[src/rtl/phy_mgmt_pkg.sv]
package phy_mgmt_pkg;
  localparam int DW      = 16;
  localparam int RNW     = 4;
  localparam int PAW     = 4;
  localparam int PHY_LSB = 12;
  localparam int REG_LSB = 4;
  localparam int WR_BIT  = 1;

  localparam logic [DW-1:0] CTRL_DEF     = 16'h3100;
  localparam logic [DW-1:0] CTRL_KEEP    = 16'h7DFF;
  localparam logic [DW-1:0] STAT_FIXED   = 16'hFE28;
  localparam int            STAT_LINK    = 2;
  localparam int            CTRL_RST_BIT = 15;
  localparam logic [DW-1:0] ID_HI_VAL    = 16'h0044;
  localparam logic [DW-1:0] ID_LO_VAL    = 16'h1400;
  localparam logic [DW-1:0] PARTNER_VAL  = 16'h0DE0;

  typedef enum logic [RNW-1:0] {
    PR_CTRL    = 4'd0,
    PR_STAT    = 4'd1,
    PR_ID_HI   = 4'd2,
    PR_ID_LO   = 4'd3,
    PR_ADV     = 4'd4,
    PR_PARTNER = 4'd5
  } phy_reg_e;

  typedef struct packed {
    logic [PAW-1:0] phy;
    logic [RNW-1:0] regn;
    logic           wr;
  } mgmt_cmd_t;
endpackage

[src/rtl/phy_regfile.sv]
module phy_regfile
  import phy_mgmt_pkg::*;
(
  input  logic           clk,
  input  logic           rst_n,
  input  logic           exec_wr,
  input  logic [RNW-1:0] regn,
  input  logic [DW-1:0]  wdata,
  input  logic           link_up,
  output logic [DW-1:0]  rd_val
);
  logic [DW-1:0] ctrl_q, ctrl_d, adv_q, adv_d;
  logic          ctrl_en, adv_en;

  always_comb begin
    ctrl_en = 1'b0;
    adv_en  = 1'b0;
    ctrl_d  = ctrl_q;
    adv_d   = adv_q;
    if (exec_wr) begin
      if (regn == PR_CTRL) begin
        ctrl_en = 1'b1;
        if (wdata[CTRL_RST_BIT]) begin
          ctrl_d = CTRL_DEF;
          adv_en = 1'b1;
          adv_d  = '0;
        end else begin
          ctrl_d = wdata & CTRL_KEEP;
        end
      end else if (regn == PR_ADV) begin
        adv_en = 1'b1;
        adv_d  = wdata;
      end
    end
  end

  always_ff @(posedge clk or negedge rst_n) begin
    if (!rst_n) begin
      ctrl_q <= CTRL_DEF;
      adv_q  <= '0;
    end else begin
      if (ctrl_en) ctrl_q <= ctrl_d;
      if (adv_en)  adv_q  <= adv_d;
    end
  end

  always_comb begin
    case (regn)
      PR_CTRL:    rd_val = ctrl_q;
      PR_STAT:    rd_val = STAT_FIXED | (DW'(link_up) << STAT_LINK);
      PR_ID_HI:   rd_val = ID_HI_VAL;
      PR_ID_LO:   rd_val = ID_LO_VAL;
      PR_ADV:     rd_val = adv_q;
      PR_PARTNER: rd_val = PARTNER_VAL;
      default:    rd_val = '0;
    endcase
  end


  ctrl_mask_chk: assert property (@(posedge clk) disable iff (!rst_n)
    (exec_wr && regn == PR_CTRL && !wdata[CTRL_RST_BIT])
      |=> (ctrl_q[15] == 1'b0 && ctrl_q[9] == 1'b0));

  ctrl_reset_chk: assert property (@(posedge clk) disable iff (!rst_n)
    (exec_wr && regn == PR_CTRL && wdata[CTRL_RST_BIT])
      |=> (ctrl_q == 16'h3100 && adv_q == 16'h0000));

  adv_write_chk: assert property (@(posedge clk) disable iff (!rst_n)
    (exec_wr && regn == PR_ADV) |=> (adv_q == $past(wdata)));

  unmapped_quiet_chk: assert property (@(posedge clk) disable iff (!rst_n)
    (exec_wr && regn != PR_CTRL && regn != PR_ADV)
      |=> ($stable(ctrl_q) && $stable(adv_q)));
endmodule

[config.mk]
export PLATFORM = sky130hd
export DESIGN_NAME = phy_regfile
export DESIGN_NICKNAME = d
export VERILOG_FILES = /design/src/rtl/phy_mgmt_pkg.sv /design/src/rtl/phy_regfile.sv
export SDC_FILE = /design/constraint.sdc
export NUM_CORES = 1
export LEC_CHECK = 0
export ABC_CLOCK_PERIOD_IN_PS = 5500
export CORE_UTILIZATION = 38
export DETAILED_ROUTE_END_ITERATION = 12
export GPL_TIMING_DRIVEN = 0
export PLACE_DENSITY = 0.62
export SLEW_MARGIN = 25
export SYNTH_ARGS = -nofsm -noshare
export SYNTH_HDL_FRONTEND = slang
export SYNTH_SLANG_ARGS = --single-unit
[constraint.sdc]
create_clock -name clk -period 5.5 [get_ports clk]
set_clock_uncertainty 0.15 [all_clocks]
set_input_delay 1.65 -clock clk [delete_from_list [all_inputs] [get_ports clk]]
set_output_delay 1.65 -clock clk [all_outputs]
set_load 0.03 [all_outputs]
# Yosys cells after proc, flatten, opt, wreduce, memory -nomap -nowiden
# Cells that the tools add are included.
# Widths: inputs -> output; s select.
# totals
regBits	32
inputBits	24
output_inout_bits	16
word_cells	23
# classes
n_eq_ne	6
muxes	11
reduce_logical	4
# op_table
op	count
$pmux 16 s6	1
$mux 16	3
$mux 15	1
$eq 4x2->1 const B	2
$eq 4x3->1 const B	2
$mux 1	6
$eq 4x1->1 const B	1
$logic_not 4->1	1
$reduce_and 4->1	1
$reduce_and 3->1	1
$ne 2x2->1 const B	1
$reduce_bool 2->1	1

# Longest topological paths before layout
# depth
depth_word	5
depth_mapped	6
depth_no_buf	3

# Worst setup path before layout
# No wires, ideal clock.
# synth_timing
kind	input to output
from	input port regn[1]
to	output port rd_val[3]
arrival_ps	2981
t_required_ps	3700
setup_slack_ps	719
cell_stages	4
n_path_buf	2
cell_sequence	buf_2 or2_2 clkbuf_1 a211oi_1
# synth_between
elab_chain_cells	2
word_cells_on_any_way	7
cone_classes	5 x eq/ne; 1 x mux; 1 x reduce/logical
# synth_rtl
item	line	rtl
from (decl)	phy_regfile.sv:7	input logic [RNW-1:0] regn,
$eq 4x3->1 (tied with other cells)	phy_regfile.sv:48	case (regn)
$pmux 16 s6 *	phy_regfile.sv:48	
to (decl)	phy_regfile.sv:10	output logic [DW-1:0] rd_val
# Mark *: on every way between the ends. The rest lies on a longest branch, timed or not.

# Worst setup path after layout
# layout_timing
from	input port regn[0]
to	output port rd_val[6]
# The elaborated chain is that of the path after synthesis.

==> impl_metrics.yaml <==
floorplan:
  fp.dieW_um: 69.3
  floorplan.initialDensity_pct: 39.5
  dieHeight_um: 69.3
  floorplan.core_area_mm2: 0.00435
  fp.dieArea_mm2: 0.00480
  io_pins: 40
  core.rowCount: 24
sta:
  final_critical_path_setup_slack_ps: 98.1
  timing.final.max_slew_violations: 0
  final-setup-viol-count: 0
  grt_setup_unrepaired: "no"
  final.setup.tns_ps: 0
  worstMarginPinSlew_ps: 656
  max_slew_margin_pct: 56.3
  layout_worst_path_cycle_share_pct: 98.2
  achievable-frequency_mhz: 185
  post-route-min-period_ps: 5400
  finalHoldViolations: 0
routing:
  drtAntennaViolNets: 0
  postRouteWirelength_um: 4160
  detail_route.wirelength.met1_um: 2030
  firstDrtPassIters: 4
  dr_wl_met2_um: 1890
  vias: 1366
  vias_per_cell: 4.91
  drc: 0
  detail_route.wl_per_cell_um: 15.0
  detailroute.wirelength.met3_um: 197
  initialDrtViolationCount: 68
  top_signal_layer_used: "met4"
clocking:
  max-clock-path-buffers: 2
  worst_skew_pair.late_latency_ps: 290
  cts.sink_count: 30
  tritoncts_clock_tree: "built"
  numCtsBuffers: 5
  ctsHtreeMaxLevel: 2
  postCtsSetupBuffers: 0
  buffer_type_at_the_clock_tree_root: "sky130_fd_sc_hd__clkbuf_8"
  clock_edge_transition_at_the_registers_on_the_reported_setup_and_hold_paths_ps: 70
  postCtsHoldBufs: 0
yosys:
  synth.cells.most_frequent: "sky130_fd_sc_hd__dfrtp_1 (27), sky130_fd_sc_hd__mux2i_1 (20), sky130_fd_sc_hd__nand2_1 (19)"
  yosysWarningCount: 0
  synth_top_area_share_pct: 39.3
  ys.flop_type: "sky130_fd_sc_hd__dfrtp_1"
  synth_seq_area_share_pct: 43.9
  syn_area_per_cell_um2: 9.60
  synth-edff-count: 0
  top_area_cells_in_the_synthesized_netlist: "sky130_fd_sc_hd__dfrtp_1 (39%), sky130_fd_sc_hd__mux2i_1 (12%), sky130_fd_sc_hd__mux2_1 (7.2%)"
  ys_async_sr_fraction_pct: 100
  syn_nets: 203
  post-synth-top-count-cell: "sky130_fd_sc_hd__dfrtp_1"
  post-synth-top-area-cell: "sky130_fd_sc_hd__dfrtp_1"
  post_synth_inst_count: 179
  post_synth_instance_area_mm2: 0.00172
  synth.lib_cells_used.distinct: 33
  synth_seq_cells: 30
worst_setup_path:
  timing.critical_path.slowest_cell_delay_ps: 680
  crit_arrival_ps: 3600
  critical_path.max_fanout: 10
  worst_setup_path_start_kind: "primary input"
  worstPathRequired_ps: 3700
  critical_path.endpoint_type: "primary output"
  critPathMostFrequentCell: "sky130_fd_sc_hd__clkdlybuf4s50_1"
  worst_path_max_delay_cell: "sky130_fd_sc_hd__clkdlybuf4s50_1"
  worstSetupPathType: "primary input to primary output"
  path_cells: "clkdlybuf4s50_1, clkbuf_2, or3_1, a21oi_1, clkdlybuf4s50_1"
place:
  placedInstanceArea_mm2: 0.00219
  dpl.hpwl_um: 2890
  place_congestion: 0.732
  count_of_input_and_output_buffers: 38
  dpl_ws_ps: -216
layout:
  multi_input_combinational_cell_area_um2: 803
  fill_cell_count: 415
  area_growth_syn_to_layout_pct: 33.9
  postLayoutCellArea_mm2: 0.00230
  layout.nets: 249
  layout-drive-gt1-share_pct: 10.6
  antenna_cells_inserted: 0
  final-seq-area_um2: 754
global_routing:
  global_route.usage.total_pct: 18.9
  grt_max_degree: 19
  antenna_found_initial: 0
  vias_in_the_first_global_route: 1353
  grt_remaining_overflow: 0
  grt_pass1_wl_um: 6910
power_and_ir_drop:
  total_leakage_power_nw: 1.12
  cellPowerDensity_mw_per_mm2: 290
  irDropWorstVdd_mv: 0.152
  post-layout-total-power_mw: 0.667
job:
  cap_violations: 0
min_path:
  hp-class: "register to register"
status:
  run_status: "complete, no violations"
==> where the power goes <==
group	total, mW	switching, mW	internal (mW)
sequential	0.295	0.0226	0.272
clock	0.230	0.0826	0.148
combinational	0.142	0.0739	0.0682
total	0.667	0.179	0.488
==> cell families after synthesis <==
logic type | count (synthesis) | synth area share, %
DFF | 30 | 43.9
and+or+nand+nor | 58 | 18.0
AOI/OAI and AO/OA | 29 | 9.90
buffers and inverters | 31 | 9.39
muxes | 31 | 18.9
==> area by class of cell <==
| type | count | share of cell area (%) |
|---|---|---|
| sequential | 30 | 32.8 |
| inverter | 18 | 2.93 |
| clock buffer | 7 | 3.75 |
| tap | 52 | 2.83 |
| buffer | 13 | 4.13 |
| timing repair buffer | 39 | 17.4 |
| multi-input combinational | 118 | 34.9 |
| clock inverter | 1 | 1.30 |
==> layout by cell type (no fill, tap or decap), types with 8 or more instances in the layout <==
cell / n
sky130_fd_sc_hd__a21oi_1: 16
sky130_fd_sc_hd__clkdlybuf4s50_1: 26
sky130_fd_sc_hd__dfrtp_1: 27
sky130_fd_sc_hd__dlygate4sd2_1: 8
sky130_fd_sc_hd__inv_1: 17
sky130_fd_sc_hd__mux2_1: 11
sky130_fd_sc_hd__mux2i_1: 20
sky130_fd_sc_hd__nand2_1: 19
sky130_fd_sc_hd__nor2_1: 9
sky130_fd_sc_hd__nor2b_1: 12
==> flip-flops by register name (all words and copies together), names as in the netlist <==
| register | count |
|---|---|
| ctrl_q | 14 |
| adv_q | 16 |
==> what timing repair did <==
item	CTS	global route
setup endpoints to repair	13	3
gates resized for setup	9	3
gates cloned	0	0
==> through the flow <==
step	hold slack, ps	instances	utilization, %
floorplan	302	179	-
global placement	317	269	49.7
detailed placement	326	270	50.2
CTS	343	278	52.7
global route	366	278	52.9
finish	342	278	52.9
==> worst paths after layout <==
kind                                             start  slack [ps]  cells past startpoint                endpoint
worst min register to register   ctrl_q[3]$_DFFE_PN0P_         340                      1   ctrl_q[3]$_DFFE_PN0P_
worst max-delay path                           regn[0]         100                      5               rd_val[6]
min in group asynchronous                        rst_n        1120                      1   ctrl_q[7]$_DFFE_PN0P_
worst min-delay path             ctrl_q[3]$_DFFE_PN0P_         340                      1   ctrl_q[3]$_DFFE_PN0P_
max in group asynchronous                        rst_n        3660                      2   adv_q[11]$_DFFE_PN0P_
worst max register to register  ctrl_q[10]$_DFFE_PN0P_        4570                      1  ctrl_q[10]$_DFFE_PN0P_
==> metal layers <==
layer,global-route usage [%],vias up
li1,-,688
met1,26.3,642
met2,29.4,32
met3,3.92,4
met4,6.12,0
met5,0,-
==> worst max-delay path: cells and delay by family <==
| kind | cells | cell delay [ps] |
|---|---|---|
| AOI/OAI and AO/OA | 1 | 130 |
| buffers and inverters | 3 | 1440 |
| and+or+nand+nor | 1 | 380 |
(Power assumes the default switching activity.)
